==> config.mk <==
export PLATFORM = sky130hd
export DESIGN_NAME = sd_irq_ctrl
export DESIGN_NICKNAME = d
export VERILOG_FILES = /design/src/rtl/sd_irq_pkg.sv /design/src/rtl/isr_sticky_bank.sv /design/src/rtl/isr_addr_dec.sv /design/src/rtl/isr_irq_drv.sv /design/src/rtl/sd_irq_ctrl.sv
export SDC_FILE = /design/constraint.sdc
export NUM_CORES = 1
export LEC_CHECK = 0
export ABC_AREA = 1
export BUFFER_PORTS_ARGS = -buffer_cell sky130_fd_sc_hd__buf_2
export CAP_MARGIN = 25
export CORE_MARGIN = 4
export CORE_UTILIZATION = 53
export DETAILED_ROUTE_END_ITERATION = 6
export GPL_TIMING_DRIVEN = 0
export PLACE_DENSITY = 0.91
export SLEW_MARGIN = 40
export SYNTH_ARGS = -nofsm -noshare
export SYNTH_HDL_FRONTEND = slang
export SYNTH_SLANG_ARGS = --single-unit
export TNS_END_PERCENT = 20
==> constraint.sdc <==
create_clock -name clk -period 1.4 [get_ports clk]
set_input_delay 0.28 -clock clk [delete_from_list [all_inputs] [get_ports clk]]
set_output_delay 0.28 -clock clk [all_outputs]
set_load 0.05 [all_outputs]
==> src/rtl/sd_irq_pkg.sv <==
package sd_irq_pkg;

    localparam int ADDR_W   = 9;
    localparam int REG_W    = 16;
    localparam int MAIN_W   = 32;
    localparam int SDIO_W   = 16;
    localparam int MAIN_LN  = MAIN_W / REG_W;
    localparam int SDIO_LN  = SDIO_W / REG_W;

    // Byte offsets of the register halves
    localparam logic [ADDR_W-1:0] OFF_ST_LO   = 9'h01C;
    localparam logic [ADDR_W-1:0] OFF_ST_HI   = 9'h01E;
    localparam logic [ADDR_W-1:0] OFF_MSK_LO  = 9'h020;
    localparam logic [ADDR_W-1:0] OFF_MSK_HI  = 9'h022;
    localparam logic [ADDR_W-1:0] OFF_XCTL    = 9'h034;
    localparam logic [ADDR_W-1:0] OFF_SD_ST   = 9'h036;
    localparam logic [ADDR_W-1:0] OFF_SD_MSK  = 9'h038;

    // Implemented interrupt sources
    localparam logic [MAIN_W-1:0] MAIN_SRC_SET = 32'h0F4A_001D;
    localparam logic [SDIO_W-1:0] SDIO_SRC_SET = 16'hC007;

    // Live write-protect level shown in the low status half
    localparam int WP_BIT = 7;

    typedef struct packed {
        logic [MAIN_LN-1:0] st_wr;
        logic [MAIN_LN-1:0] msk_wr;
        logic [SDIO_LN-1:0] sd_st_wr;
        logic [SDIO_LN-1:0] sd_msk_wr;
        logic               xctl_wr;
    } wr_lanes_t;

endpackage

==> src/rtl/isr_sticky_bank.sv <==
module isr_sticky_bank #(
    parameter int              WIDTH  = 32,
    parameter int              LANE_W = 16,
    parameter logic [WIDTH-1:0] IMPL  = '1
) (
    input  logic                      clk,
    input  logic                      rst_n,
    input  logic [WIDTH-1:0]          set_i,
    input  logic [WIDTH/LANE_W-1:0]   st_wr_i,
    input  logic [WIDTH/LANE_W-1:0]   msk_wr_i,
    input  logic [LANE_W-1:0]         wdata_i,
    output logic [WIDTH-1:0]          status_o,
    output logic [WIDTH-1:0]          mask_o,
    output logic [WIDTH-1:0]          pend_o
);
    localparam int LANES = WIDTH / LANE_W;

    typedef struct packed {
        logic [WIDTH-1:0] st;
        logic [WIDTH-1:0] msk;
    } bank_t;

    bank_t            q, d;
    logic [WIDTH-1:0] keep_d;
    logic [WIDTH-1:0] msk_d;

    always_comb begin
        keep_d = '1;
        msk_d  = q.msk;
        for (int l = 0; l < LANES; l++) begin
            if (st_wr_i[l])  keep_d[l*LANE_W +: LANE_W] = wdata_i;
            if (msk_wr_i[l]) msk_d[l*LANE_W +: LANE_W]  = wdata_i;
        end
        // a fresh event overrides a same-cycle acknowledge
        d.st  = ((q.st & keep_d) | set_i) & IMPL;
        d.msk = msk_d;
    end

    always_ff @(posedge clk or negedge rst_n) begin
        if (!rst_n) begin
            q.st  <= '0;
            q.msk <= '1;
        end else begin
            q <= d;
        end
    end

    assign status_o = q.st;
    assign mask_o   = q.msk;
    assign pend_o   = q.st & IMPL & ~q.msk;

    AST_EVENT_WINS: assert property (@(posedge clk) disable iff (!rst_n)
        (|(set_i & IMPL)) |=> ((q.st & $past(set_i & IMPL)) == $past(set_i & IMPL)));

    AST_NO_SPONTANEOUS_SET: assert property (@(posedge clk) disable iff (!rst_n)
        ((q.st & ~$past(q.st) & ~$past(set_i)) == '0));

    AST_CLEAR_NEEDS_WRITE: assert property (@(posedge clk) disable iff (!rst_n)
        (($past(q.st) & ~q.st) != '0) |-> $past(|st_wr_i));

endmodule

==> src/rtl/isr_addr_dec.sv <==
module isr_addr_dec
    import sd_irq_pkg::*;
(
    input  logic [ADDR_W-1:0] addr_i,
    input  logic              wr_i,
    input  logic [MAIN_W-1:0] main_st_i,
    input  logic [MAIN_W-1:0] main_msk_i,
    input  logic [SDIO_W-1:0] sd_st_i,
    input  logic [SDIO_W-1:0] sd_msk_i,
    input  logic              xctl_en_i,
    input  logic              wp_i,
    output wr_lanes_t         lanes_o,
    output logic [REG_W-1:0]  rdata_o
);
    always_comb begin
        lanes_o              = '0;
        lanes_o.st_wr[0]     = wr_i && (addr_i == OFF_ST_LO);
        lanes_o.st_wr[1]     = wr_i && (addr_i == OFF_ST_HI);
        lanes_o.msk_wr[0]    = wr_i && (addr_i == OFF_MSK_LO);
        lanes_o.msk_wr[1]    = wr_i && (addr_i == OFF_MSK_HI);
        lanes_o.sd_st_wr[0]  = wr_i && (addr_i == OFF_SD_ST);
        lanes_o.sd_msk_wr[0] = wr_i && (addr_i == OFF_SD_MSK);
        lanes_o.xctl_wr      = wr_i && (addr_i == OFF_XCTL);
    end

    always_comb begin
        case (addr_i)
            OFF_ST_LO:  rdata_o = main_st_i[REG_W-1:0] | (REG_W'(wp_i) << WP_BIT);
            OFF_ST_HI:  rdata_o = main_st_i[MAIN_W-1:REG_W];
            OFF_MSK_LO: rdata_o = main_msk_i[REG_W-1:0];
            OFF_MSK_HI: rdata_o = main_msk_i[MAIN_W-1:REG_W];
            OFF_XCTL:   rdata_o = REG_W'(xctl_en_i);
            OFF_SD_ST:  rdata_o = sd_st_i;
            OFF_SD_MSK: rdata_o = sd_msk_i;
            default:    rdata_o = '0;
        endcase
    end
endmodule

==> src/rtl/isr_irq_drv.sv <==
module isr_irq_drv #(
    parameter int N = 2
) (
    input  logic         clk,
    input  logic         rst_n,
    input  logic [N-1:0] pend_any_i,
    output logic [N-1:0] irq_n_o
);
    logic [N-1:0] irq_n_d, irq_n_q;

    always_comb begin
        irq_n_d = ~pend_any_i;
    end

    always_ff @(posedge clk or negedge rst_n) begin
        if (!rst_n) irq_n_q <= '1;
        else        irq_n_q <= irq_n_d;
    end

    assign irq_n_o = irq_n_q;
endmodule

==> src/rtl/sd_irq_ctrl.sv <==
module sd_irq_ctrl
    import sd_irq_pkg::*;
#(
    parameter logic [MAIN_W-1:0] MAIN_SET = MAIN_SRC_SET,
    parameter logic [SDIO_W-1:0] SDIO_SET = SDIO_SRC_SET
) (
    input  logic              clk,
    input  logic              rst_n,
    input  logic              reg_wr,
    input  logic [ADDR_W-1:0] reg_addr,
    input  logic [REG_W-1:0]  reg_wdata,
    output logic [REG_W-1:0]  reg_rdata,
    input  logic [MAIN_W-1:0] evt_pulse,
    input  logic [SDIO_W-1:0] sdio_evt_pulse,
    input  logic              card_wp,
    output logic              irq_n,
    output logic              sdio_irq_n
);
    typedef struct packed {
        logic sdio_en;
    } xctl_t;

    wr_lanes_t         lanes;
    logic [MAIN_W-1:0] main_st, main_msk, main_pend;
    logic [SDIO_W-1:0] sd_st, sd_msk, sd_pend;
    xctl_t             xctl_d, xctl_q;
    logic [1:0]        pend_any;
    logic [1:0]        irq_lines_n;

    isr_addr_dec u_dec (
        .addr_i     (reg_addr),
        .wr_i       (reg_wr),
        .main_st_i  (main_st),
        .main_msk_i (main_msk),
        .sd_st_i    (sd_st),
        .sd_msk_i   (sd_msk),
        .xctl_en_i  (xctl_q.sdio_en),
        .wp_i       (card_wp),
        .lanes_o    (lanes),
        .rdata_o    (reg_rdata)
    );

    isr_sticky_bank #(.WIDTH(MAIN_W), .LANE_W(REG_W), .IMPL(MAIN_SET)) u_main (
        .clk      (clk),
        .rst_n    (rst_n),
        .set_i    (evt_pulse),
        .st_wr_i  (lanes.st_wr),
        .msk_wr_i (lanes.msk_wr),
        .wdata_i  (reg_wdata),
        .status_o (main_st),
        .mask_o   (main_msk),
        .pend_o   (main_pend)
    );

    isr_sticky_bank #(.WIDTH(SDIO_W), .LANE_W(REG_W), .IMPL(SDIO_SET)) u_sdio (
        .clk      (clk),
        .rst_n    (rst_n),
        .set_i    (sdio_evt_pulse),
        .st_wr_i  (lanes.sd_st_wr),
        .msk_wr_i (lanes.sd_msk_wr),
        .wdata_i  (reg_wdata),
        .status_o (sd_st),
        .mask_o   (sd_msk),
        .pend_o   (sd_pend)
    );

    always_comb begin
        xctl_d = xctl_q;
        if (lanes.xctl_wr) xctl_d.sdio_en = reg_wdata[0];
    end

    always_ff @(posedge clk or negedge rst_n) begin
        if (!rst_n) xctl_q <= '0;
        else        xctl_q <= xctl_d;
    end

    assign pend_any[0] = |main_pend;
    assign pend_any[1] = xctl_q.sdio_en && (|sd_pend);

    isr_irq_drv #(.N(2)) u_drv (
        .clk        (clk),
        .rst_n      (rst_n),
        .pend_any_i (pend_any),
        .irq_n_o    (irq_lines_n)
    );

    assign irq_n      = irq_lines_n[0];
    assign sdio_irq_n = irq_lines_n[1];

    AST_IRQ_FOLLOWS_PEND: assert property (@(posedge clk) disable iff (!rst_n)
        irq_n == !$past(|main_pend));

    AST_SDIO_GATED: assert property (@(posedge clk) disable iff (!rst_n)
        !$past(xctl_q.sdio_en) |-> sdio_irq_n);

    AST_MASKED_SILENT: assert property (@(posedge clk) disable iff (!rst_n)
        ($past(main_msk) == '1) |-> irq_n);

endmodule

==> results.py <==
metrics = {
    "detailed_routing": {
        "drc": 0,
        "wl_per_cell_um": 19.12,
        "dr.pass1.iters": 7,
        "wirelength_um": 12140,
        "drt_iter0_drc": 414,
        "dr_total_vias": 3857,
        "ant_nets": 0,
        "drt-vias-per-instance": 6.074,
    },
    "flow_run": {
        "maxCapViolCount": 0,
    },
    "final_layout": {
        "layout-drive-gt1-share": 0.4086,
        "diodes": 0,
        "post-route-util": 0.7724,
        "nNetsFinal": 630,
        "areaGrowthSynthToFinish_pct": 39.45,
        "finalInstanceArea_sq_mm": 0.004989,
    },
    "floorplanning": {
        "row_count": 29,
        "dieArea_sq_mm": 0.008128,
        "start_util": 0.5539,
        "die_w_um": 90.16,
        "die_h_um": 90.16,
        "io-pin-count": 95,
        "core_sq_mm": 0.006459,
    },
    "power": {
        "p_per_area_mw_per_mm2": 792.2,
        "ir_drop_mv": 0.8951,
        "p_leak_uw": 0.002452,
        "totalPowerFinal_uw": 3952,
    },
    "global_routing": {
        "grt_max_degree": 36,
        "grt-ovfl-total": 0,
        "grt_pass1_vias": 3916,
        "grt_antenna_before_repair": 0,
        "grtUsageTotal": 0.2983,
        "grt_pass1_wl_um": 19260,
    },
    "min_path": {
        "hold_depth": 3,
        "worst_hold_path_type": "input pin to register",
    },
    "setup_path": {
        "cp.required_ns": 1.12,
        "worstSetupStartpointType": "input pin",
        "crit_fanout": 7,
        "critPathArrivalTime_ns": 1.41,
        "worstSetupPathType": "input pin to primary output",
        "worst_setup_path_end_kind": "primary output",
        "r2r_cells": 6,
    },
    "placement": {
        "port_buffers": 62,
        "gp_congestion": 0.8778,
        "placed_area_sq_mm": 0.004095,
        "dpl.hpwl_um": 7197,
    },
    "timing": {
        "rsz0062_at_grt": "true",
        "hold_viol_final": 0,
        "slew_headroom": 0.6413,
        "fmax_mhz": 593.1,
        "worstMarginPinSlew_ns": 0.5380,
        "clock_skew_ns": 0.01277,
        "hold_slack_ns": 0.1146,
        "fin_ws_ns": -0.2861,
        "period_needed_ns": 1.686,
        "final_max_slew_viol_count": 0,
        "finalCritPeriodShare": 1.204,
        "setup_viol": 16,
    },
    "yosys": {
        "ys_seq_elements": 67,
        "syn-num-nets": 529,
        "yosysWarnings": 0,
        "synthCells": 452,
        "seq_area_frac_synth": 0.4862,
        "ys_types": 29,
        "synth_area_per_cell_sq_um": 7.914,
        "mappedNetlistArea_sq_mm": 0.003577,
    },
    "clocking": {
        "htree_levels": 3,
        "clock_path_buffers": 2,
        "insertion_delay_ns": 0.35,
        "cts_root_buffer": "clkbuf_8",
        "cts_buffers": 9,
        "cts_sinks": 67,
        "cts_tree": "done",
        "clk_pin_slew_worst_paths_ns": 0.07,
    },
    "outcome": {
        "violations": "negative setup slack",
        "outcome": "complete, but fails checks",
    },
}
registers in the layout (all words and copies together), names as in the netlist:
register / flops
u_main.mask_o: 32
u_sdio.mask_o: 16
u_main.status_o: 11
u_sdio.status_o: 5
u_drv.irq_n_o: 2
xctl_q: 1
Yosys cell counts, drive strengths merged:
cell,count,area [sq um]
nand2,137,529.3
nand3,65,342.8
o21ai,63,315.3
dfstp,50,1314
inv,47,176.4
nor2,32,201.4
dfrtp,17,425.4
buf,15,100.1
nand4,10,62.56
o21bai,5,37.54
a21oi,4,20.02
clkbuf,3,12.51
a22o,1,8.760
nand3b,1,20.02
nor3,1,5.000
o22ai,1,6.260
cell families (layout without fill, tap and decap cells):
group                  Yosys count  in the layout  synth area share
buffers and inverters           65            171           0.08080
AOI/OAI and AO/OA               74             74            0.1084
and+or+nand+nor                246            246            0.3246
DFF                             67             67            0.4862
report_power, final:
part           switching, uW  internal (uW)
sequential              30.4           2030
combinational            313            187
clock                    707            684
what timing repair did:
item                                    in CTS  in global routing
pin swaps                                   25                 17
resized for setup                           91                 23
endpoints found under the setup margin      17                 18
endpoints found under the hold margin        6                  0
buffers inserted                            17                  5
cloned                                       4                  0
hold buffers                                 1                  0
placed cells by master (no fill, tap or decap), drive strengths merged, types with 3 or more instances in the layout:
master,instances
nand2,137
buf,101
nand3,65
o21ai,63
dfstp,50
inv,47
nor2,32
clkbuf,18
dfrtp,17
nand4,10
o21bai,5
a21oi,4
clkinv,3
layout make-up:
cell class | instances | area [sq um]
clock inverters | 3 | 15.01
multi-input cells | 320 | 1789
repair inverters | 1 | 7.507
plain buffers | 18 | 166.4
fillers | 440 | 1470
inverters | 47 | 198.9
clock buffers | 13 | 148.9
flip-flops and latches | 67 | 1739
repair buffers | 89 | 827.0
well taps | 77 | 96.34
layer usage:
| layer | wire length, um | global-route usage | up-vias |
|---|---|---|---|
| met5 | 0 | 0 | - |
| met4 | 535 | 0.1441 | 0 |
| met3 | 1254 | 0.08180 | 72 |
| met2 | 6083 | 0.5134 | 277 |
| met1 | 4265 | 0.3419 | 1826 |
| li1 | - | - | 1682 |
worst paths after layout:
check | endpoint | startpoint | slack, ns
min reg2reg | u_main.mask_o[29]$_DFFE_PN1P_ | u_main.mask_o[29]$_DFFE_PN1P_ | 0.47
max reg2reg | u_drv.irq_n_o[0]$_DFF_PN1_ | u_main.mask_o[2]$_DFFE_PN1P_ | 0.28
min | u_main.status_o[26]$_DFF_PN0_ | evt_pulse[26] | 0.11
max in group asynchronous | u_main.mask_o[1]$_DFFE_PN1P_ | rst_n | 0.39
max | reg_rdata[2] | reg_addr[0] | -0.29
min in group asynchronous | u_main.status_o[22]$_DFF_PN0_ | rst_n | 0.41
per-stage QoR:
step / setup slack (ns) / cells / TNS (ns)
global placement: -0.4844 / 591 / -10.83
floorplan: -0.1367 / 452 / -1.555
finish: -0.2861 / 635 / -4.076
CTS: -0.2374 / 630 / -3.605
global route: -0.3469 / 635 / -4.993
detailed placement: -0.5331 / 592 / -10.08
worst max-delay path: stages:
cell and delay, ns:
buf_6 0.10, inv_2 0.06, nand2_4 0.11, buf_4 0.17, nor2_4 0.20, nand3_1 0.12, nand2_1 0.09, inv_1 0.05
nand2_2 0.08, buf_8 0.14
No activity file was read; power rests on OpenSTA's default activity.
